### config.mk
export PLATFORM = sky130hd
export DESIGN_NAME = tx_frame_gate
export DESIGN_NICKNAME = d
export VERILOG_FILES = /design/src/rtl/tx_gate_pkg.sv /design/src/rtl/tx_sat_counter.sv /design/src/rtl/tx_crc32_unit.sv /design/src/rtl/tx_frame_gate.sv
export SDC_FILE = /design/constraint.sdc
export NUM_CORES = 1
export LEC_CHECK = 0
export BUFFER_PORTS_ARGS = -buffer_cell sky130_fd_sc_hd__buf_2
export CAP_MARGIN = 20
export CORE_MARGIN = 4
export CORE_UTILIZATION = 60
export DETAILED_ROUTE_END_ITERATION = 10
export HOLD_SLACK_MARGIN = 0.05
export PLACE_DENSITY = 0.92
export SLEW_MARGIN = 5
export SYNTH_ARGS = -nofsm -noshare
export SYNTH_HDL_FRONTEND = slang
export SYNTH_HIERARCHICAL = 1
export SYNTH_SLANG_ARGS = --single-unit
### constraint.sdc
create_clock -name clk -period 5.4 [get_ports clk]
set_input_delay 1.08 -clock clk [delete_from_list [all_inputs] [get_ports clk]]
set_output_delay 1.08 -clock clk [all_outputs]
set_load 0.01 [all_outputs]
### src/rtl/tx_gate_pkg.sv
package tx_gate_pkg;

    typedef enum logic [2:0] {
        ST_IDLE,
        ST_DATA,
        ST_PAD,
        ST_CHECK,
        ST_DISCARD
    } gate_state_e;

    localparam int          MIN_BODY  = 60;
    localparam int          FCS_BYTES = 4;
    localparam logic [31:0] CRC_INIT  = 32'hFFFF_FFFF;
    localparam logic [31:0] CRC_POLY  = 32'hEDB8_8320;

    // one byte step of the reflected CRC-32
    function automatic logic [31:0] crc32_step(input logic [31:0] c, input logic [7:0] d);
        logic [31:0] r;
        r = c ^ {24'd0, d};
        for (int i = 0; i < 8; i++) begin
            r = r[0] ? ((r >> 1) ^ CRC_POLY) : (r >> 1);
        end
        return r;
    endfunction

endpackage

### src/rtl/tx_sat_counter.sv
module tx_sat_counter #(
    parameter int W = 32
) (
    input  logic         clk,
    input  logic         rst_n,
    input  logic         clr,
    input  logic         inc,
    output logic [W-1:0] count,
    output logic         ovf
);
    localparam logic [W-1:0] TOP = {W{1'b1}};

    always_ff @(posedge clk or negedge rst_n) begin
        if (!rst_n) begin
            count <= '0;
            ovf   <= 1'b0;
        end else if (clr) begin
            count <= '0;
            ovf   <= 1'b0;
        end else begin
            ovf <= inc && (count == TOP);
            if (inc && (count != TOP)) begin
                count <= count + 1'b1;
            end
        end
    end
endmodule

### src/rtl/tx_crc32_unit.sv
module tx_crc32_unit
    import tx_gate_pkg::*;
(
    input  logic        clk,
    input  logic        rst_n,
    input  logic        clr,
    input  logic        feed,
    input  logic        start,
    input  logic [7:0]  din,
    output logic [31:0] fcs
);
    logic [31:0] crc_q;

    always_ff @(posedge clk or negedge rst_n) begin
        if (!rst_n) begin
            crc_q <= CRC_INIT;
        end else if (clr) begin
            crc_q <= CRC_INIT;
        end else if (feed) begin
            crc_q <= crc32_step(start ? CRC_INIT : crc_q, din);
        end
    end

    assign fcs = ~crc_q;
endmodule

### src/rtl/tx_frame_gate.sv
module tx_frame_gate
    import tx_gate_pkg::*;
#(
    parameter int CNT_W = 32,
    parameter int LEN_W = 14
) (
    input  logic             clk,
    input  logic             rst_n,
    input  logic             soft_rst,
    input  logic             tx_enable,
    input  logic             fcs_enable,
    input  logic             pad_enable,
    input  logic [LEN_W-1:0] max_len,
    input  logic             in_valid,
    input  logic [7:0]       in_data,
    input  logic             in_sop,
    input  logic             in_eop,
    output logic             in_ready,
    output logic             out_valid,
    output logic [7:0]       out_data,
    output logic             out_sop,
    output logic             out_eop,
    output logic [CNT_W-1:0] frame_count,
    output logic [CNT_W-1:0] byte_count,
    output logic             evt_frame_sent,
    output logic             evt_frame_ovf,
    output logic             evt_byte_ovf,
    output logic             err_too_long
);
    localparam int               NUM_CNT  = 2;
    localparam int               IDX_FR   = 0;
    localparam int               IDX_BY   = 1;
    localparam logic [LEN_W-1:0] BODY_MIN = LEN_W'(MIN_BODY);
    localparam logic [LEN_W-1:0] FCS_LEN  = LEN_W'(FCS_BYTES);

    gate_state_e      st, st_n;
    logic [LEN_W-1:0] len, len_n, data_limit;
    logic [1:0]       fidx, fidx_n;
    logic             drop_pend, drop_pend_n;
    logic             rst_hold;
    logic             take, first, trunc;
    logic             o_v, o_s, o_e;
    logic [7:0]       o_d;
    logic [31:0]      fcs_word;
    logic [NUM_CNT-1:0] cnt_inc, cnt_ovf;
    logic [CNT_W-1:0]   cnt_val [NUM_CNT];

    assign data_limit = max_len - (fcs_enable ? FCS_LEN : '0);

    // next state and next output
    always_comb begin
        st_n        = st;
        len_n       = len;
        fidx_n      = fidx;
        drop_pend_n = drop_pend;
        in_ready    = 1'b0;
        take        = 1'b0;
        first       = 1'b0;
        trunc       = 1'b0;
        o_v         = 1'b0;
        o_d         = 8'd0;
        o_s         = 1'b0;
        o_e         = 1'b0;
        unique case (st)
            ST_IDLE: begin
                in_ready = tx_enable && !rst_hold;
                if (in_valid && in_ready && in_sop) begin
                    take  = 1'b1;
                    first = 1'b1;
                end
            end
            ST_DATA: begin
                in_ready = !rst_hold;
                if (in_valid && in_ready) begin
                    take = 1'b1;
                end
            end
            ST_PAD: begin
                o_v   = 1'b1;
                len_n = len + 1'b1;
                if (len_n == BODY_MIN) begin
                    st_n = ST_CHECK;
                end
            end
            ST_CHECK: begin
                o_v    = 1'b1;
                o_d    = fcs_word[{fidx, 3'b000} +: 8];
                fidx_n = fidx + 1'b1;
                if (fidx == 2'd3) begin
                    o_e         = 1'b1;
                    st_n        = drop_pend ? ST_DISCARD : ST_IDLE;
                    drop_pend_n = 1'b0;
                end
            end
            ST_DISCARD: begin
                in_ready = !rst_hold;
                if (in_valid && in_ready && in_eop) begin
                    st_n = ST_IDLE;
                end
            end
            default: st_n = ST_IDLE;
        endcase

        if (take) begin
            o_v   = 1'b1;
            o_d   = in_data;
            o_s   = first;
            len_n = first ? LEN_W'(1) : len + 1'b1;
            if (in_eop) begin
                if (fcs_enable) begin
                    st_n = (pad_enable && (len_n < BODY_MIN)) ? ST_PAD : ST_CHECK;
                end else begin
                    o_e  = 1'b1;
                    st_n = ST_IDLE;
                end
            end else if (len_n == data_limit) begin
                trunc = 1'b1;
                if (fcs_enable) begin
                    st_n        = ST_CHECK;
                    drop_pend_n = 1'b1;
                end else begin
                    o_e  = 1'b1;
                    st_n = ST_DISCARD;
                end
            end else begin
                st_n = ST_DATA;
            end
        end
    end

    // state register
    always_ff @(posedge clk or negedge rst_n) begin
        if (!rst_n) begin
            st        <= ST_IDLE;
            len       <= '0;
            fidx      <= '0;
            drop_pend <= 1'b0;
            rst_hold  <= 1'b0;
        end else begin
            rst_hold <= soft_rst;
            if (rst_hold) begin
                st        <= ST_IDLE;
                len       <= '0;
                fidx      <= '0;
                drop_pend <= 1'b0;
            end else begin
                st        <= st_n;
                len       <= len_n;
                fidx      <= fidx_n;
                drop_pend <= drop_pend_n;
            end
        end
    end

    // registered outputs
    always_ff @(posedge clk or negedge rst_n) begin
        if (!rst_n) begin
            out_valid      <= 1'b0;
            out_data       <= 8'd0;
            out_sop        <= 1'b0;
            out_eop        <= 1'b0;
            evt_frame_sent <= 1'b0;
            err_too_long   <= 1'b0;
        end else if (rst_hold) begin
            out_valid      <= 1'b0;
            out_data       <= 8'd0;
            out_sop        <= 1'b0;
            out_eop        <= 1'b0;
            evt_frame_sent <= 1'b0;
            err_too_long   <= 1'b0;
        end else begin
            out_valid      <= o_v;
            out_data       <= o_d;
            out_sop        <= o_s;
            out_eop        <= o_e;
            evt_frame_sent <= o_e && tx_enable;
            err_too_long   <= trunc;
        end
    end

    tx_crc32_unit u_crc (
        .clk   (clk),
        .rst_n (rst_n),
        .clr   (rst_hold),
        .feed  (o_v && !o_e && (st != ST_CHECK)),
        .start (first),
        .din   (o_d),
        .fcs   (fcs_word)
    );

    assign cnt_inc[IDX_FR] = o_e && tx_enable;
    assign cnt_inc[IDX_BY] = o_v && tx_enable;

    for (genvar g = 0; g < NUM_CNT; g++) begin : g_cnt
        tx_sat_counter #(.W(CNT_W)) u_cnt (
            .clk   (clk),
            .rst_n (rst_n),
            .clr   (rst_hold),
            .inc   (cnt_inc[g]),
            .count (cnt_val[g]),
            .ovf   (cnt_ovf[g])
        );
    end

    assign frame_count   = cnt_val[IDX_FR];
    assign byte_count    = cnt_val[IDX_BY];
    assign evt_frame_ovf = cnt_ovf[IDX_FR];
    assign evt_byte_ovf  = cnt_ovf[IDX_BY];
endmodule

Yosys cells after proc, flatten, opt, wreduce, memory -nomap -nowiden
Index checks and enable logic that the tools add are counted.
Widths: inputs -> output; s select.
- output and inout bits: 80
- word-level logic and storage cells: 143
- flip-flop bits (word level): 132
- input bits: 31
- shift operators: 1
- bitwise operators: 10
- mux-type cells: 68
- add/subtract/negate cells: 5
- magnitude comparators: 1
- eq/ne operators: 16
- reduce and logical (&&, ||, !) cells: 26
- operators with widths (kind ; number):
    $mux 32 ; 15
    $not 13->14 ; 8
    $add 32x1->32 const B ; 2
    $eq 32x32->1 const B ; 2
    $ne 32x32->1 const B ; 2
    $mux 14 ; 4
    $not 32->32 ; 1
    $shiftx 32x6->8 ; 1
    $xor 32x8->32 ; 1
    $mux 1 ; 30
    $mux 3 ; 10
    $mux 8 ; 3
    $add 14x1->14 const B ; 1
    $eq 14x14->1 ; 1
    $eq 14x6->1 const B ; 1
    $logic_and 1x1->1 ; 14
    $lt 14x6->1 const B ; 1
    $sub 14x3->14 ; 1
    $ne 4x4->1 const B ; 3
    $pmux 3 s4 ; 1
    $reduce_bool 2->1 ; 4
    $eq 3x2->1 const B ; 2
    $mux 2 ; 3
    $reduce_or 2->1 ; 3
    11 further kinds ; 13

Logic depth before layout (Yosys ltp)
Gate-level depths: netlist of the first run.
- depth after elaboration: 26
- gate-level depth with buffers: 19
- gate-level depth less buffers: 16

Hierarchy
The synthesis of the first run kept the hierarchy.
- by module, submodules not included (module ; cells an instance ; instances ; sequential area each (um^2) ; area an instance (um^2)):
    tx_sat_counter ; 205 ; 2 ; 825.8 ; 1896.8
    tx_frame_gate ; 320 ; 1 ; 850.8 ; 2785.2
    tx_crc32_unit ; 290 ; 1 ; 840.8 ; 2596.2

Least setup slack after synthesis of the first run
Ideal clock, no wire load.
- kind: input port to flip-flop
- from: input port max_len[4]
- to: register g_cnt[0].u_cnt.count[19]
- setup slack: 457 ps
- data arrival time: 4867 ps
- stages on the path: 15
- required time: 5324 ps
- setup time: 76 ps
- path buffers: 2
- cell sequence: or4_4 -> or4_4 -> o211ai_2 -> or3b_4 -> a2111oi_4 -> o2111ai_2 -> a211o_1 -> a21boi_1 -> clkbuf_1 -> nand4_1 -> nor4_1 -> o41ai_2 -> buf_4 -> or3_1 -> a21oi_2
- longest elaborated chain between the ends: 8
- ends and longest elaborated chain (element ; RTL line ; source):
    from (decl) ; tx_frame_gate.sv:13 ; input logic [LEN_W-1:0] max_len,
    $sub 14x3->14 ; tx_frame_gate.sv:48 ; assign data_limit = max_len - (fcs_enable ? FCS_LEN : '0);
    $eq 14x14->1 ; tx_frame_gate.sv:116 ; end else if (len_n == data_limit) begin
    $mux 1 ; tx_frame_gate.sv:116 ;
    $mux 1 ; tx_frame_gate.sv:109 ; if (in_eop) begin
    $mux 1 ; tx_frame_gate.sv:104 ; if (take) begin
    $logic_and 1x1->1 ; tx_frame_gate.sv:191 ; assign cnt_inc[IDX_FR] = o_e && tx_enable;
    named net cnt_inc[0] ; tx_frame_gate.sv:45 ; logic [NUM_CNT-1:0] cnt_inc, cnt_ovf;
    $logic_and 1x1->1 ; tx_sat_counter.sv:22 ; if (inc && (count != TOP)) begin
    $reduce_bool 2->1 (no line) ; n/a ;
    to (signal assigned) ; tx_sat_counter.sv:23 ; count <= count + 1'b1;
    to (decl) ; tx_sat_counter.sv:8 ; output logic [W-1:0] count,
The timed path passes the listed nets, and every way through them passes these cells.
A chain may end at the register's enable or synchronous reset.

Worst setup path in the final report of the first run
- from: register len[5]
- to: register g_cnt[0].u_cnt.count[29]
- longest elaborated chain between the ends: 9
- ends and longest elaborated chain (element ; RTL line ; source):
    from (decl) ; tx_frame_gate.sv:37 ; logic [LEN_W-1:0] len, len_n, data_limit;
    from (signal assigned) ; tx_frame_gate.sv:148 ; len <= len_n;
    $add 14x1->14 ; tx_frame_gate.sv:108 ; len_n = first ? LEN_W'(1) : len + 1'b1;
    $mux 14 ; tx_frame_gate.sv:108 ;
    $eq 14x14->1 ; tx_frame_gate.sv:116 ;
    $mux 1 ; tx_frame_gate.sv:116 ;
    $mux 1 ; tx_frame_gate.sv:109 ;
    $mux 1 ; tx_frame_gate.sv:104 ;
    $logic_and 1x1->1 ; tx_frame_gate.sv:191 ;
    named net cnt_inc[0] ; tx_frame_gate.sv:45 ;
    $logic_and 1x1->1 ; tx_sat_counter.sv:22 ;
    $reduce_bool 2->1 (no line) ; n/a ;
The timed path passes the listed nets, and every way through them passes these cells.

==> run metrics, run 1 <==
Netlist Area Pre-Place 9180 sq um; share of total power in combinational logic 0.196; Worst Hold Class flip-flop to flip-flop; commonest non-fill, non-tap cells in the layout 109 x buf_2, 99 x dfrtp_1, 95 x nor2_1; CTS resizes 0; data arrival time at the worst-slack endpoint 5330 ps; fin area 10,400 sq um; Syn-to-layout area delta 13.7%; RSZ-0062 raised after global routing no; commonest non-fill, non-tap cell in the layout buf_2; crit path max fanout 12; ys flop type dfrtp_1; global routing usage on met1 0.358; row cnt 44; HPWL Detailed 17,000 um; # Post-CTS Setup Buffers 0; largest net degree at the start of global routing 90; flop and latch count out of synthesis roughly 130; placer congestion estimate 0.931; YS warnings 6; clk_lat worst skew 430 ps; # fillers 1,109; Lkg Pwr 4.48 nW; antenna-violating nets left 0; First DRT Iteration DRCs 848; Syn Area/Cell 9.00 sq um; Async SR Flop Fraction 1.00; initial antenna violation count 1; Final Hold Fails 0; hold_sp u_crc/crc_q[21]$_DFFE_PN1P_; Total Routing Usage GR 0.282; fin crit period 4980 ps; setup TNS 0 ps; DRT Pass-1 Iters 6; first-pass GRT wire length 40,700 um; final worst slack 425 ps; internal power around 1.9 mW; CTS buffer count 17; sequential-to-total area share from yosys stat 0.364; fin nets ~1,200; cell count after synthesis around 1,000; via/cell ratio 6.50; die area 17,300 sq um; GR Util met2 0.460; CTS root buf clkbuf_16; NetSw 803 uW; proportion of layout cells with a drive suffix above 1 0.242; syn_nets 1,057; CTS max path bufs 2; status finished clean; f_max ~200 MHz; Slew HR 0.316; drc violations 0; Clock power frac 0.409; vias in the first global route 8,271; Initial Util 0.622; worst r2r dst g_cnt[0].u_cnt/count[29]$_DFFE_PN0P_; final WL 24,800 um; Post-synth EDFFs 0; core area 14,800 sq um; Post-DP Area 9870 sq um; Worst R2R Start len[5]$_DFFE_PN0P_; die height 132 um; Max Cap Viol 0; Chip Width around 130 um; Cell variety after synth 87; top-level port count 111; Final period util 0.921; DR WL/cell 18.9 um; max-slew violations 0; CTS H-tree lvls 4; R2R cell count 14; clk slew on worst S/H paths 60 ps; type of the worst setup path flip-flop to flip-flop; Power Dens Cells 259 nW/um^2; Net Sw Frac 0.297; Port Buf Inserts 110; final setup violating endpoints 0; CTS tree done; Placement Setup Slack between 60 and 70 ps; hold path depth 2; r2r setup slk 420 ps; Max VDD drop 0.257 mV; GRT met3 Usage 0.0558; sequential share of power 0.395; crit path capture type flip-flop; GRT Residual Overflow 0; Via Count 8,526; clock sink total 132; startpoint class of the critical path flip-flop; Hold-fix buffers, CTS 0; WHS Endpoint u_crc/crc_q[21]$_DFFE_PN1P_; Final Skew 9.80 ps; CP Data Required Time about 5800 ps; Worst-Margin Slew 1020 ps; Most Used Layer, Global Route met2
[power by group through the flow]
stage | logic [mW] | registers (mW) | clock network [mW]
after floorplan | 0.403 | 1.07 | 0
after global placement | 0.496 | 1.08 | 0
after detailed placement | 0.514 | 1.08 | 0
after CTS | 0.521 | 1.07 | 1.11
after global routing | 0.571 | 1.07 | 1.16
final | 0.528 | 1.07 | 1.10
[area by class of cell]
cell class	count	area [sq um]	share of cell area
Timing Repair Buffer	136	764	0.0733
Antenna cell	1	2.50	0.000240
Clock buffer	17	425	0.0408
Multi-Input combinational cell	779	5350	0.513
Sequential cell	132	3350	0.321
Inverter	48	180	0.0173
Tap cell	184	230	0.0221
Clock inverter	15	134	0.0128
[layer usage]
layer	wire length (um)	up-vias
met3	1670	106
met2	12200	430
met5	0	-
li1	-	3869
met4	996	0
met1	9980	4121
[cell usage after synthesis, drive strengths merged, types with 29 or more instances]
cell	n	area share
a21oi	72	0.046
clkbuf	37	0.015
dfrtp	100	0.27
dfstp	32	0.092
inv	47	0.019
nand2	71	0.029
nand3	29	0.016
nand4	42	0.030
nor2	97	0.040
o21ai	57	0.034
or3	46	0.032
xnor2	83	0.085
xor2	40	0.041
[critical path: stages, from the launching register on]
cell and delay [ps]:
dfrtp_1 570, nand4_1 420, nor4_1 740, xnor2_1 250
or3b_2 470, a21oi_1 170, o2111ai_2 180, a211o_1 360
a21boi_1 330, nand4_1 150, nor4_1 330, o41ai_2 210
buf_4 210, or3_1 360, a21oi_2 140
[sequential cells by signal, indices dropped and copies added, names as in the netlist, 2 cells and up]
name	cells
st	3
out_data	8
g_cnt.u_cnt/count	64
len	14
g_cnt.u_cnt/ovf	2
u_crc/crc_q	32
fidx	2
[through the flow]
| stage | power, mW | std cells | hold WS [ps] | utilization |
|---|---|---|---|---|
| 3_3_place_gp | 1.58 | 1278 | 497 | 0.669 |
| 6_report | 2.70 | 1312 | 519 | 0.707 |
| 4_1_cts | 2.70 | 1310 | 519 | 0.707 |
| 3_5_place_dp | 1.60 | 1278 | 510 | 0.669 |
| 2_1_floorplan | 1.47 | 1020 | 485 | - |
| 5_1_grt | 2.80 | 1312 | 551 | 0.707 |
[how the worst max path moves through the flow]
| stage | from | to | slack [ps] | cells after the start |
|---|---|---|---|---|
| finish | len[5]$_DFFE_PN0P_ | g_cnt[0].u_cnt/count[29]$_DFFE_PN0P_ | 420 | 14 |
| CTS | max_len[5] | g_cnt[0].u_cnt/count[29]$_DFFE_PN0P_ | 470 | 15 |
| floorplan | max_len[4] | g_cnt[0].u_cnt/count[19]$_DFFE_PN0P_ | 460 | 15 |
| global route | len[5]$_DFFE_PN0P_ | g_cnt[0].u_cnt/count[13]$_DFFE_PN0P_ | 90 | 14 |
| global placement | max_len[5] | g_cnt[0].u_cnt/count[29]$_DFFE_PN0P_ | 130 | 15 |
| detailed placement | max_len[5] | g_cnt[0].u_cnt/count[29]$_DFFE_PN0P_ | 70 | 15 |
[logic make-up (layout without fill, tap and decap cells)]
group	count (synthesis)	after routing	synth area share
muxes	16	16	0.0290
DFF	132	132	0.364
other	0	1	0
buffers and inverters	109	216	0.0530
xor gates and xnor gates	127	127	0.137
AOI/OAI and AO/OA	226	226	0.171
adders and majority gates	6	6	0.00818
and+or+nand+nor	404	404	0.238
Power figures use the tool's default switching activity.
==> run 2, diff against run 1 <==
Settings changed: CORE_MARGIN 4 to unset.
==> run 2 against run 1 <==
Compared with the run above:
- the run now ends with DRC left
- worst hold slack improved by 3.9 ps
- largest cell class unchanged
- critical endpoint is now g_cnt[0].u_cnt/count[23]$_DFFE_PN0P_
- utilization down 0.18 points
- wire length fell by 2.6%
- highest routed layer unchanged
- total power down 0.21%
- fmax shrank 5.6%
- flip-flop and latch count unchanged
- non-clock buffer count fell by 4
- first-iteration DRC count is 17% higher
==> run metrics, run 2 (same netlist as run 1, synthesis figures left out) <==
status finished with violations; failing checks DRC; proportion of layout cells with a drive suffix above 1 0.240 (-0.00270); Post-DP Area 9840 sq um (-0.30%); Largest Register g_cnt.u_cnt/count; largest net degree at the start of global routing 90 (unchanged); max reg flops 64 (unchanged); fin area 10,400 sq um (-0.25%); First DRT Iteration DRCs 992 (+17%); CTS tree done; Worst Hold Class flip-flop to flip-flop; Hold-fix buffers, CTS 0 (unchanged); Final Util 0.706 (-0.00178); crit path launch max_len[5]; fin crit period 5270 ps (+293 ps); crit path max fanout 8 (-4); initial antenna violation count 0 (-1); Worst R2R Start rst_hold$_DFF_PN0_; # fillers 1,085 (-2.2%); worst-path cell chain buf_2 > or4_4 > o31ai_1 > a211oi_1 > or3b_4 > a2111oi_4 > o2111ai_2 > a211o_1 > a21boi_1 > nand4_1 > nor4_1 > o41ai_2 > clkbuf_4 > or4_1 > a21oi_1; vias in the first global route 8,094 (-2.1%); worst r2r dst g_cnt[0].u_cnt/count[23]$_DFFE_PN0P_; CTS H-tree lvls 4 (unchanged); top-level port count 111 (unchanged); Worst path slowest cell or4_4; CTS max path bufs 2 (unchanged); clock sink total 132 (unchanged); type of the worst setup path primary input to flip-flop; CP Data Required Time 5720 ps (-30 ps); DRT Pass-1 Iters 11 (+5); antenna cells 0 (-1); drc violations 7 (+7); final WL 24,200 um (-2.6%); via/cell ratio 6.50 (about the same); commonest non-fill, non-tap cell in the layout buf_2; Syn-to-layout area delta 13.5%; Chip Width 126 um (-4.6%); DR WL/cell 18.5 um (-2.2%); total power 2.69 mW (-0.21%); Via Count 8,490 (-0.42%); row cnt 44 (unchanged); Worst-Margin Slew 1010 ps (-5.12 ps); Port Buf Inserts 110 (unchanged); die height 126 um (-4.6%); final setup violating endpoints 0 (unchanged); Final Skew 9.80 ps (+0.00322 ps); CTS root buf clkbuf_16; clk slew on worst S/H paths 60 ps (about the same); Final Hold Fails 0 (unchanged); placer congestion estimate 0.925 (-0.61%); startpoint class of the critical path primary input; RSZ-0062 raised after global routing no; Initial Util 0.622 (unchanged); first-pass GRT wire length 40,200 um (-1.0%); die area 15,800 sq um (-8.9%); Final period util 0.976 (+0.0542); R2R cell count 16 (+2); commonest non-fill, non-tap cells in the layout 109 x buf_2, 99 x dfrtp_1, 95 x nor2_1; Max VDD drop 0.275 mV (+7.2%); r2r setup slk 260 ps (-160 ps); Power Dens Cells 259 nW/um^2 (about the same); data arrival time at the worst-slack endpoint 5590 ps (+260 ps); Max Cap Viol 0 (unchanged); fin nets 1,147 (-0.35%); antenna-violating nets left 0 (unchanged); Slew HR 0.320 (+0.00344); biggest regs g_cnt.u_cnt/count x64, u_crc/crc_q x32, len x14; core area 14,800 sq um (unchanged); crit path capture type flip-flop; CTS buffer count 17 (unchanged); critical path endpoint g_cnt[0].u_cnt/count[23]$_DFFE_PN0P_; Lkg Pwr 4.47 nW (-0.42%); Min Hold Slack 523 ps (+3.88 ps); critical path's largest stage delay 520 ps (-220 ps); GRT Residual Overflow 0 (unchanged); max-slew violations 0 (unchanged); HPWL Detailed 16,300 um (-4.3%); clk_lat worst skew 420 ps (about the same); f_max 190 MHz (-5.6%); Total Routing Usage GR 0.319 (+0.0368)
-- run 2: how the worst min path moves through the flow --
| stage | startpoint | end | slack (ps) | cells after the start |
|---|---|---|---|---|
| floorplan | u_crc/crc_q[23]$_DFFE_PN1P_ | u_crc/crc_q[23]$_DFFE_PN1P_ | 490 | 2 |
| global placement | u_crc/crc_q[21]$_DFFE_PN1P_ | u_crc/crc_q[21]$_DFFE_PN1P_ | 500 | 2 |
| detailed placement | u_crc/crc_q[21]$_DFFE_PN1P_ | u_crc/crc_q[21]$_DFFE_PN1P_ | 510 | 2 |
| CTS | u_crc/crc_q[21]$_DFFE_PN1P_ | u_crc/crc_q[21]$_DFFE_PN1P_ | 520 | 2 |
| global route | u_crc/crc_q[9]$_DFFE_PN1P_ | u_crc/crc_q[9]$_DFFE_PN1P_ | 550 | 2 |
| finish | u_crc/crc_q[21]$_DFFE_PN1P_ | u_crc/crc_q[21]$_DFFE_PN1P_ | 520 | 2 |
-- run 2: through the flow --
step                instances  worst slack [ps]  setup TNS [ps]
floorplan                1020               457               0
global placement         1274               124               0
detailed placement       1274             -70.5            -234
CTS                      1306               227               0
global route             1307              9.84               0
finish                   1307               132               0
-- run 2: area by class of cell --
| cell class | count | area [sq um] | area share |
|---|---|---|---|
| repair buffers | 132 | 734 | 0.0706 |
| well taps | 184 | 230 | 0.0221 |
| multi-input cells | 779 | 5360 | 0.515 |
| flip-flops and latches | 132 | 3350 | 0.322 |
| clock buffers | 18 | 429 | 0.0412 |
| inverters | 48 | 180 | 0.0173 |
| clock inverters | 14 | 130 | 0.0125 |
-- run 2: power by group --
| group | switching (mW) | internal (mW) |
|---|---|---|
| sequential | 0.0346 | 1.04 |
| combinational | 0.299 | 0.227 |
| clock | 0.462 | 0.636 |
| total | 0.796 | 1.90 |
-- run 2: layer usage --
metal	vias to the layer above	track usage	routed length, um
li1	3875	-	-
met1	4097	0.407	9780
met2	445	0.525	12000
met3	73	0.0633	1610
met4	0	0.146	795
met5	-	0	0
-- run 2: what timing repair did --
item / CTS / global route
setup endpoints to repair: 0 / 5
setup buffers: 0 / 0
gates resized for setup: 0 / 1
-- run 2: critical path: cells and delay by family --
kind / cells / cell delay (ps)
AND/OR/NAND/NOR: 5 / 2010
AO/OA/AOI/OAI: 8 / 2130
buffers and inverters: 2 / 360
